[config.mk]
export PLATFORM = sky130hd
export DESIGN_NAME = ack_flag_unit
export DESIGN_NICKNAME = d
export VERILOG_FILES = /design/src/rtl/ack_pkg.sv /design/src/rtl/ack_qual.sv /design/src/rtl/ack_flag_cell.sv /design/src/rtl/ack_pin_drive.sv /design/src/rtl/ack_flag_unit.sv
export SDC_FILE = /design/constraint.sdc
export NUM_CORES = 1
export LEC_CHECK = 0
export BUFFER_PORTS_ARGS = -buffer_cell sky130_fd_sc_hd__buf_2
export CORE_MARGIN = 3
export CORE_UTILIZATION = 24
export CTS_CLUSTER_DIAMETER = 200
export DETAILED_ROUTE_END_ITERATION = 8
export PLACE_DENSITY = 0.9
export SYNTH_ARGS = -nofsm -noshare
export SYNTH_HDL_FRONTEND = slang
export SYNTH_SLANG_ARGS = --single-unit
[constraint.sdc]
create_clock -name clk -period 1.3 [get_ports clk]
set_input_delay 0.26 -clock clk [delete_from_list [all_inputs] [get_ports clk]]
set_output_delay 0.26 -clock clk [all_outputs]
set_load 0.05 [all_outputs]
[src/rtl/ack_pkg.sv]
package ack_pkg;

   // Pin polarity encoding carried by ack_pol
   typedef enum logic {
      PIN_ACTIVE_HIGH = 1'b0,
      PIN_ACTIVE_LOW  = 1'b1
   } pin_pol_e;

   // Per-channel enable bundle
   typedef struct packed {
      logic ack_en;
      logic sinc_en;
      logic integ_en;
   } chan_en_t;

endpackage

[src/rtl/ack_qual.sv]
module ack_qual #(
   parameter int OSR_W = 8
) (
   input  ack_pkg::chan_en_t  en_i,
   input  logic [OSR_W-1:0]   sinc_osr_i,
   input  logic [OSR_W-1:0]   integ_osr_i,
   output logic               qual_o
);

   localparam logic [OSR_W-1:0] UNITY = OSR_W'(1);

   logic any_stage;
   logic both_unity;

   always_comb begin
      any_stage  = en_i.sinc_en | en_i.integ_en;
      both_unity = (sinc_osr_i == UNITY) && (integ_osr_i == UNITY);
      qual_o     = en_i.ack_en & any_stage & ~both_unity;
   end

endmodule

[src/rtl/ack_flag_cell.sv]
module ack_flag_cell (
   input  logic clk,
   input  logic rst_n,
   input  logic set_req,
   input  logic rd_i,
   output logic flag_o
);

   logic flag_q;

   always_ff @(posedge clk) begin
      if (!rst_n)
         flag_q <= 1'b0;
      else if (set_req)
         flag_q <= 1'b1;
      else if (rd_i)
         flag_q <= 1'b0;
   end

   assign flag_o = flag_q;


   set_takes_chk: assert property (@(posedge clk) disable iff (!rst_n)
      set_req |=> flag_o);


   rd_clear_chk: assert property (@(posedge clk) disable iff (!rst_n)
      (rd_i && !set_req) |=> !flag_o);


   set_wins_chk: assert property (@(posedge clk) disable iff (!rst_n)
      (rd_i && set_req) |=> flag_o);


   hold_chk: assert property (@(posedge clk) disable iff (!rst_n)
      (flag_o && !rd_i) |=> flag_o);

endmodule

[src/rtl/ack_pin_drive.sv]
module ack_pin_drive #(
   parameter int NCH     = 4,
   parameter bit PIN_REG = 1'b0
) (
   input  logic           clk,
   input  logic           rst_n,
   input  logic [NCH-1:0] flags_i,
   input  logic           pol_i,
   output logic           pin_o
);

   logic any_set;
   logic active;

   assign any_set = |flags_i;

   generate
      if (PIN_REG) begin : g_reg
         logic act_q;
         always_ff @(posedge clk) begin
            if (!rst_n)
               act_q <= 1'b0;
            else
               act_q <= any_set;
         end
         assign active = act_q;


         idle_level_chk: assert property (@(posedge clk) disable iff (!rst_n)
            (flags_i == '0) |=> (pin_o == pol_i));

         busy_level_chk: assert property (@(posedge clk) disable iff (!rst_n)
            (flags_i != '0) |=> (pin_o != pol_i));
      end else begin : g_comb
         assign active = any_set;


         idle_level_chk: assert property (@(posedge clk) disable iff (!rst_n)
            (flags_i == '0) |-> (pin_o == pol_i));

         busy_level_chk: assert property (@(posedge clk) disable iff (!rst_n)
            (flags_i != '0) |-> (pin_o != pol_i));
      end
   endgenerate

   assign pin_o = (pol_i == ack_pkg::PIN_ACTIVE_LOW) ? ~active : active;

endmodule

[src/rtl/ack_flag_unit.sv]
module ack_flag_unit #(
   parameter int NCH     = 4,
   parameter int OSR_W   = 8,
   parameter bit PIN_REG = 1'b0
) (
   input  logic                 clk,
   input  logic                 rst_n,
   input  logic [NCH-1:0]       new_data,
   input  logic [NCH-1:0]       data_rd,
   input  logic [NCH-1:0]       ack_en,
   input  logic [NCH-1:0]       sinc_en,
   input  logic [NCH-1:0]       integ_en,
   input  logic [NCH*OSR_W-1:0] sinc_osr,
   input  logic [NCH*OSR_W-1:0] integ_osr,
   input  logic                 ack_pol,
   output logic [NCH-1:0]       flag_status,
   output logic                 ack_pin
);

   localparam int OSR_BUS_W = NCH * OSR_W;

   generate
      if (NCH < 1) begin : g_bad_nch
         $error("ack_flag_unit: NCH must be at least 1");
      end
      if (OSR_W < 1) begin : g_bad_osr
         $error("ack_flag_unit: OSR_W must be at least 1");
      end
      if (OSR_BUS_W != $bits(sinc_osr)) begin : g_bad_bus
         $error("ack_flag_unit: ratio bus width mismatch");
      end
   endgenerate

   logic [NCH-1:0] qual;
   logic [NCH-1:0] flags;

   for (genvar c = 0; c < NCH; c++) begin : g_ch
      ack_pkg::chan_en_t en;
      assign en.ack_en   = ack_en[c];
      assign en.sinc_en  = sinc_en[c];
      assign en.integ_en = integ_en[c];

      ack_qual #(.OSR_W(OSR_W)) u_qual (
         .en_i        (en),
         .sinc_osr_i  (sinc_osr[c*OSR_W +: OSR_W]),
         .integ_osr_i (integ_osr[c*OSR_W +: OSR_W]),
         .qual_o      (qual[c])
      );

      ack_flag_cell u_cell (
         .clk     (clk),
         .rst_n   (rst_n),
         .set_req (new_data[c] & qual[c]),
         .rd_i    (data_rd[c]),
         .flag_o  (flags[c])
      );


      ack_en_gate_chk: assert property (@(posedge clk) disable iff (!rst_n)
         (!ack_en[c] && !flags[c]) |=> !flags[c]);


      stage_gate_chk: assert property (@(posedge clk) disable iff (!rst_n)
         (!sinc_en[c] && !integ_en[c] && !flags[c]) |=> !flags[c]);


      unity_gate_chk: assert property (@(posedge clk) disable iff (!rst_n)
         ((sinc_osr[c*OSR_W +: OSR_W] == OSR_W'(1)) &&
          (integ_osr[c*OSR_W +: OSR_W] == OSR_W'(1)) && !flags[c]) |=> !flags[c]);
   end

   ack_pin_drive #(.NCH(NCH), .PIN_REG(PIN_REG)) u_pin (
      .clk     (clk),
      .rst_n   (rst_n),
      .flags_i (flags),
      .pol_i   (ack_pol),
      .pin_o   (ack_pin)
   );

   assign flag_status = flags;


   reset_clear_chk: assert property (@(posedge clk)
      !rst_n |=> (flag_status == '0));

endmodule

==> impl_metrics.ini, run 1 <==
[status]
run_status = finished with violations
violations = negative setup slack

[clocking]
clkLatencyLatePin_ns = 0.23
cts-root-buf = clkbuf_4
cts_buffer_depth = 2
cts_inserted_buffers = 3
htree_levels = 1
clk_pin_slew_ns = 0.04
clock_sinks = 4
post_cts_buffers = 0
cts-hold-fix-buffers = 0
cts_tree = built

[cells_and_area]
finish.instance_area_um2 = 912
fin_cells = 151
largest_reg_flops = 4
nets = 224
drive_above_1_share = 0.778
antenna_cells = 0
area_growth_pct = 127

[synth]
synthDistinctLibCells = 12
synth_edf_count = 0
yosys.area.top_type = dfxtp_1
postSynthAreaPerCell_um2 = 9.34
synthArstFlopShare = 0
syn_area_um2 = 402
yosysMostFrequentCell = nor4_1
synthCells = 43
synth_top_area_frac = 0.199
ys_seq_area_frac = 0.199
synth_area_leaders = dfxtp_1 20%, nor4b_2 15%, nor4_1 12%, and4_1 8.7%, nor4b_1 8.7%
ys_warn_count = 0
ys_ff_latch = 4
synth_ff_type = dfxtp_1
synth_nets = 130

[timing]
slew_violations = 0
setup_ws_ns = -0.139
finClkSkew_ns = 0
fmax_mhz = 695
relSlewSlack = 0.830
hold_ws_ns = 0.286
final-setup-viol-count = 1
worst_slew_pin_slew_ns = 0.252
rsz0062_at_grt = yes
period_needed_ns = 1.44
final_hold_viol_count = 0
fin_crit_sh = 1.11

[critical_path]
crit_arrival_ns = 1.18
crit_chain = nor4_4 > xnor2_2 > buf_6
cp_slowest_stage_delay_ns = 0.32
cp_top_family = flip-flops
crit_start = g_ch[0].u_cell.flag_o$_SDFFE_PN0P_
critPathRequiredTime_ns = 1.04
crit_path_start_kind = flip-flop
cp-end-kind = output port
critPathKind = flip-flop to output port
reg2reg_from = g_ch[2].u_cell.flag_o$_SDFFE_PN0P_
cp_max_fo = 2
slowest_stage = dfxtp_2
path_buf_inv = 1

[floorplan]
die_w_um = 46.9
die_area_um2 = 2200
die_h_um = 46.9
core_region_area_um2 = 1540
initial_core_util = 0.261
ioPinCount = 92
rows = 14

[route]
drt_first_pass_iters = 4
via_count = 741
viasPerCell = 4.91
dr.first_iter.drc_count = 5
ant_nets = 0
routed_wl_mm = 1.82
drc = 0
wl_per_cell_um = 12.1

[power_and_ir_drop]
clockPowerShare = 0.283
p_leak_nw = 0.489
netSwitchingPower_uw = 161
pwr-share-seq = 0.257
p_sw_frac = 0.300
p_int_uw = 375
power_density_nw_per_um2 = 587
power_frac_comb = 0.460
ir_drop_mv = 0.221

[placement]
place_area_um2 = 872
gp_congestion = 0.703
dp_hpwl_mm = 1.72
dp.cells = 148
portBuffers = 91

[grt]
grt_antenna_before_repair = 0
grt_pass1_wl_mm = 2.48
grt.overflow.total = 0
grt_usage = 0.157
grt_pass1_vias = 681
grt_max_degree = 9

[hold_path]
hp-class = primary input to flip-flop
hp-start = data_rd[1]

[run]
drv_cap = 0
## kinds of logic (layout without fill, tap and decap cells)
logic type / after synthesis / in the layout / share of synthesized area
AND/OR/NAND/NOR: 25 / 25 / 0.555
AO/OA/AOI/OAI: 8 / 8 / 0.137
buffers and inverters: 5 / 97 / 0.0872
flip-flops: 4 / 4 / 0.199
XOR/XNOR: 1 / 1 / 0.0218
## final cells by class
cell class | count | area [µm²]
clock buffer | 3 | 22.5
fill | 154 | 629
multi-input combinational | 34 | 303
sequential | 4 | 82.6
tap | 16 | 20.0
timing repair buffer | 94 | 484
## path summary, 6_finish.rpt
| path | endpoint | slack [ns] | cells past startpoint |
|---|---|---|---|
| max | ack_pin | -0.14 | 3 |
| min | g_ch[1].u_cell.flag_o$_SDFFE_PN0P_ | 0.29 | 3 |
| max reg2reg | g_ch[2].u_cell.flag_o$_SDFFE_PN0P_ | 0.59 | 3 |
| min reg2reg | g_ch[1].u_cell.flag_o$_SDFFE_PN0P_ | 0.52 | 2 |
## metrics by stage
stage	setup TNS [ns]	util	worst slack [ns]	power, mW
2_1_floorplan	0	-	0.0900	0.231
3_3_place_gp	-0.00190	0.566	-0.00190	0.368
3_5_place_dp	-0.0524	0.566	-0.0524	0.373
4_1_cts	-0.160	0.591	-0.160	0.543
5_1_grt	-0.177	0.592	-0.177	0.566
6_report	-0.139	0.592	-0.139	0.536
## worst reg2reg max path: stages (launching register included)
cell and delay, ns:
dfxtp_1 0.36, buf_4 0.13, nand3b_1 0.07, o21ai_1 0.08
## power by group through the flow
stage	Combinational, mW	Sequential, mW	Clock, mW
3_3_place_gp	0.232	0.136	0
2_1_floorplan	0.0946	0.137	0
6_report	0.246	0.138	0.152
4_1_cts	0.248	0.137	0.157
3_5_place_dp	0.237	0.137	0
5_1_grt	0.266	0.138	0.161
## what timing repair did
item | CTS | global route
setup endpoints to repair | 1 | 1
cloned | 0 | 0
resized for setup | 4 | 1
## metal layers
layer	global-route usage	vias to the layer above	wire length, µm	part of all wire
li1	-	373	-	-
met4	0.0829	0	42	0.023
met3	0.0268	6	199	0.11
met2	0.285	57	965	0.53
met1	0.172	305	613	0.34
met5	0	-	0	0
## cell usage in the layout, fill, tap and decap left out, drive strengths merged
master,n
o2111ai,4
nand3b,4
nor4,9
o21ai,4
and4,4
xnor2,1
dfxtp,4
clkbuf,3
nor4b,8
buf,94
Power figures use the tool's default switching activity.
==> inputs of run 2 (changes only) <==
==> constraint.sdc (replaced) <==
create_clock -name clk -period 1.8 [get_ports clk]
set_input_delay 0.36 -clock clk [delete_from_list [all_inputs] [get_ports clk]]
set_output_delay 0.36 -clock clk [all_outputs]
set_load 0.05 [all_outputs]
==> impl_metrics.ini, run 2 (synthesized netlist as in run 1, its figures left out) <==
[cells_and_area]
layout_commonest_cell = buf_2
multi_input_area_um2 = 287
nets = 221
most-common-layout-cells = 91 x buf_2, 8 x nor4_1
largest_reg_flops = 4
fillCellCount = 144
drive_above_1_share = 0.750
post-route-util = 0.561
area_growth_pct = 115
antenna_cells = 0
finish.instance_area_um2 = 865
regArea_um2 = 80.1

[timing]
finalSetupTns_ns = 0
setup_ws_ns = 0.177
fin_crit_sh = 0.902
rsz0062_at_grt = no
final-setup-viol-count = 0
relSlewSlack = 0.817
fmax_mhz = 616
slew_violations = 0
finClkSkew_ns = 0
final_hold_viol_count = 0
worst_slew_pin_slew_ns = 0.270
period_needed_ns = 1.62

[clocking]
clk_pin_slew_ns = 0.04
htree_levels = 1
ctsResizeCount = 0
post_cts_buffers = 0
cts-hold-fix-buffers = 0
clkLatencyLatePin_ns = 0.23
cts_buffer_depth = 2
cts-root-buf = clkbuf_4
cts_tree = built
clock_sinks = 4
cts_inserted_buffers = 3

[power_and_ir_drop]
ir_drop_mv = 0.180
fin_total_pwr_uw = 365
p_leak_nw = 0.461
power_density_nw_per_um2 = 423

[hold_path]
hp-class = primary input to flip-flop

[grt]
grt_pass1_wl_mm = 2.44
grt.overflow.total = 0
grt_pass1_vias = 680
grt_max_degree = 9
grt_antenna_before_repair = 0
grt_usage = 0.149

[placement]
portBuffers = 91
gp_congestion = 0.694
place_area_um2 = 842
place_ws_ns = 0.408
dp_hpwl_mm = 1.69

[critical_path]
crit_chain = nor4_2 > xnor2_1 > buf_2
path_buf_inv = 1
crit_path_start_kind = flip-flop
cp-end-kind = output port
slowest_stage = dfxtp_1
cp_top_family = flip-flops
cp_slowest_stage_delay_ns = 0.32
cp_max_fo = 3
crit_arrival_ns = 1.26
critPathKind = flip-flop to output port
critPathRequiredTime_ns = 1.44

[route]
via_count = 741
drt_first_pass_iters = 4
routed_wl_mm = 1.77
viasPerCell = 5.01
dr.first_iter.drc_count = 5
wl_per_cell_um = 11.9
ant_nets = 0
drc = 0

[status]
run_status = complete, no violations

[run]
drv_cap = 0

[floorplan]
ioPinCount = 92
die_h_um = 46.9
rows = 14
initial_core_util = 0.261
core_region_area_um2 = 1540
die_area_um2 = 2200
die_w_um = 46.9
-- run 2: final cells by class --
type                            instances  share of cell area
Tap cell                               16              0.0232
Multi-Input combinational cell         34               0.331
Clock buffer                            3              0.0260
Sequential cell                         4              0.0926
Timing Repair Buffer                   91               0.527
-- run 2: worst paths after layout --
path / from / to / slack (ns) / cells after the start
worst min-delay path: data_rd[2] / g_ch[2].u_cell.flag_o$_SDFFE_PN0P_ / 0.39 / 3
worst max register to register: g_ch[1].u_cell.flag_o$_SDFFE_PN0P_ / g_ch[1].u_cell.flag_o$_SDFFE_PN0P_ / 1.22 / 2
worst min register to register: g_ch[2].u_cell.flag_o$_SDFFE_PN0P_ / g_ch[2].u_cell.flag_o$_SDFFE_PN0P_ / 0.50 / 2
worst max-delay path: g_ch[0].u_cell.flag_o$_SDFFE_PN0P_ / ack_pin / 0.18 / 3
-- run 2: per-layer routing --
layer | vias up | wire length (µm) | part of all wire | track usage
met3 | 0 | 209 | 0.12 | 0.0230
met1 | 326 | 582 | 0.33 | 0.168
met2 | 49 | 973 | 0.55 | 0.279
li1 | 366 | - | - | -
met5 | - | 0 | 0 | 0
met4 | 0 | 0 | 0 | 0.0497
-- run 2: power breakdown --
part	internal (mW)	switching [mW]
Clock	0.0743	0.0336
Sequential	0.0941	0.00406
Combinational	0.0879	0.0715
-- run 2: tightest hold or removal path: cells and delay by family --
| kind | cells | cell delay, ns |
|---|---|---|
| simple gates | 1 | 0.08 |
| buf+inv | 1 | 0.07 |
| compound gates | 1 | 0.05 |
-- run 2: through the flow --
step | std cells | hold WS, ns
after floorplan | 43 | 0.476
after global placement | 145 | 0.498
after detailed placement | 145 | 0.506
after CTS | 148 | 0.386
after global routing | 148 | 0.392
final | 148 | 0.391
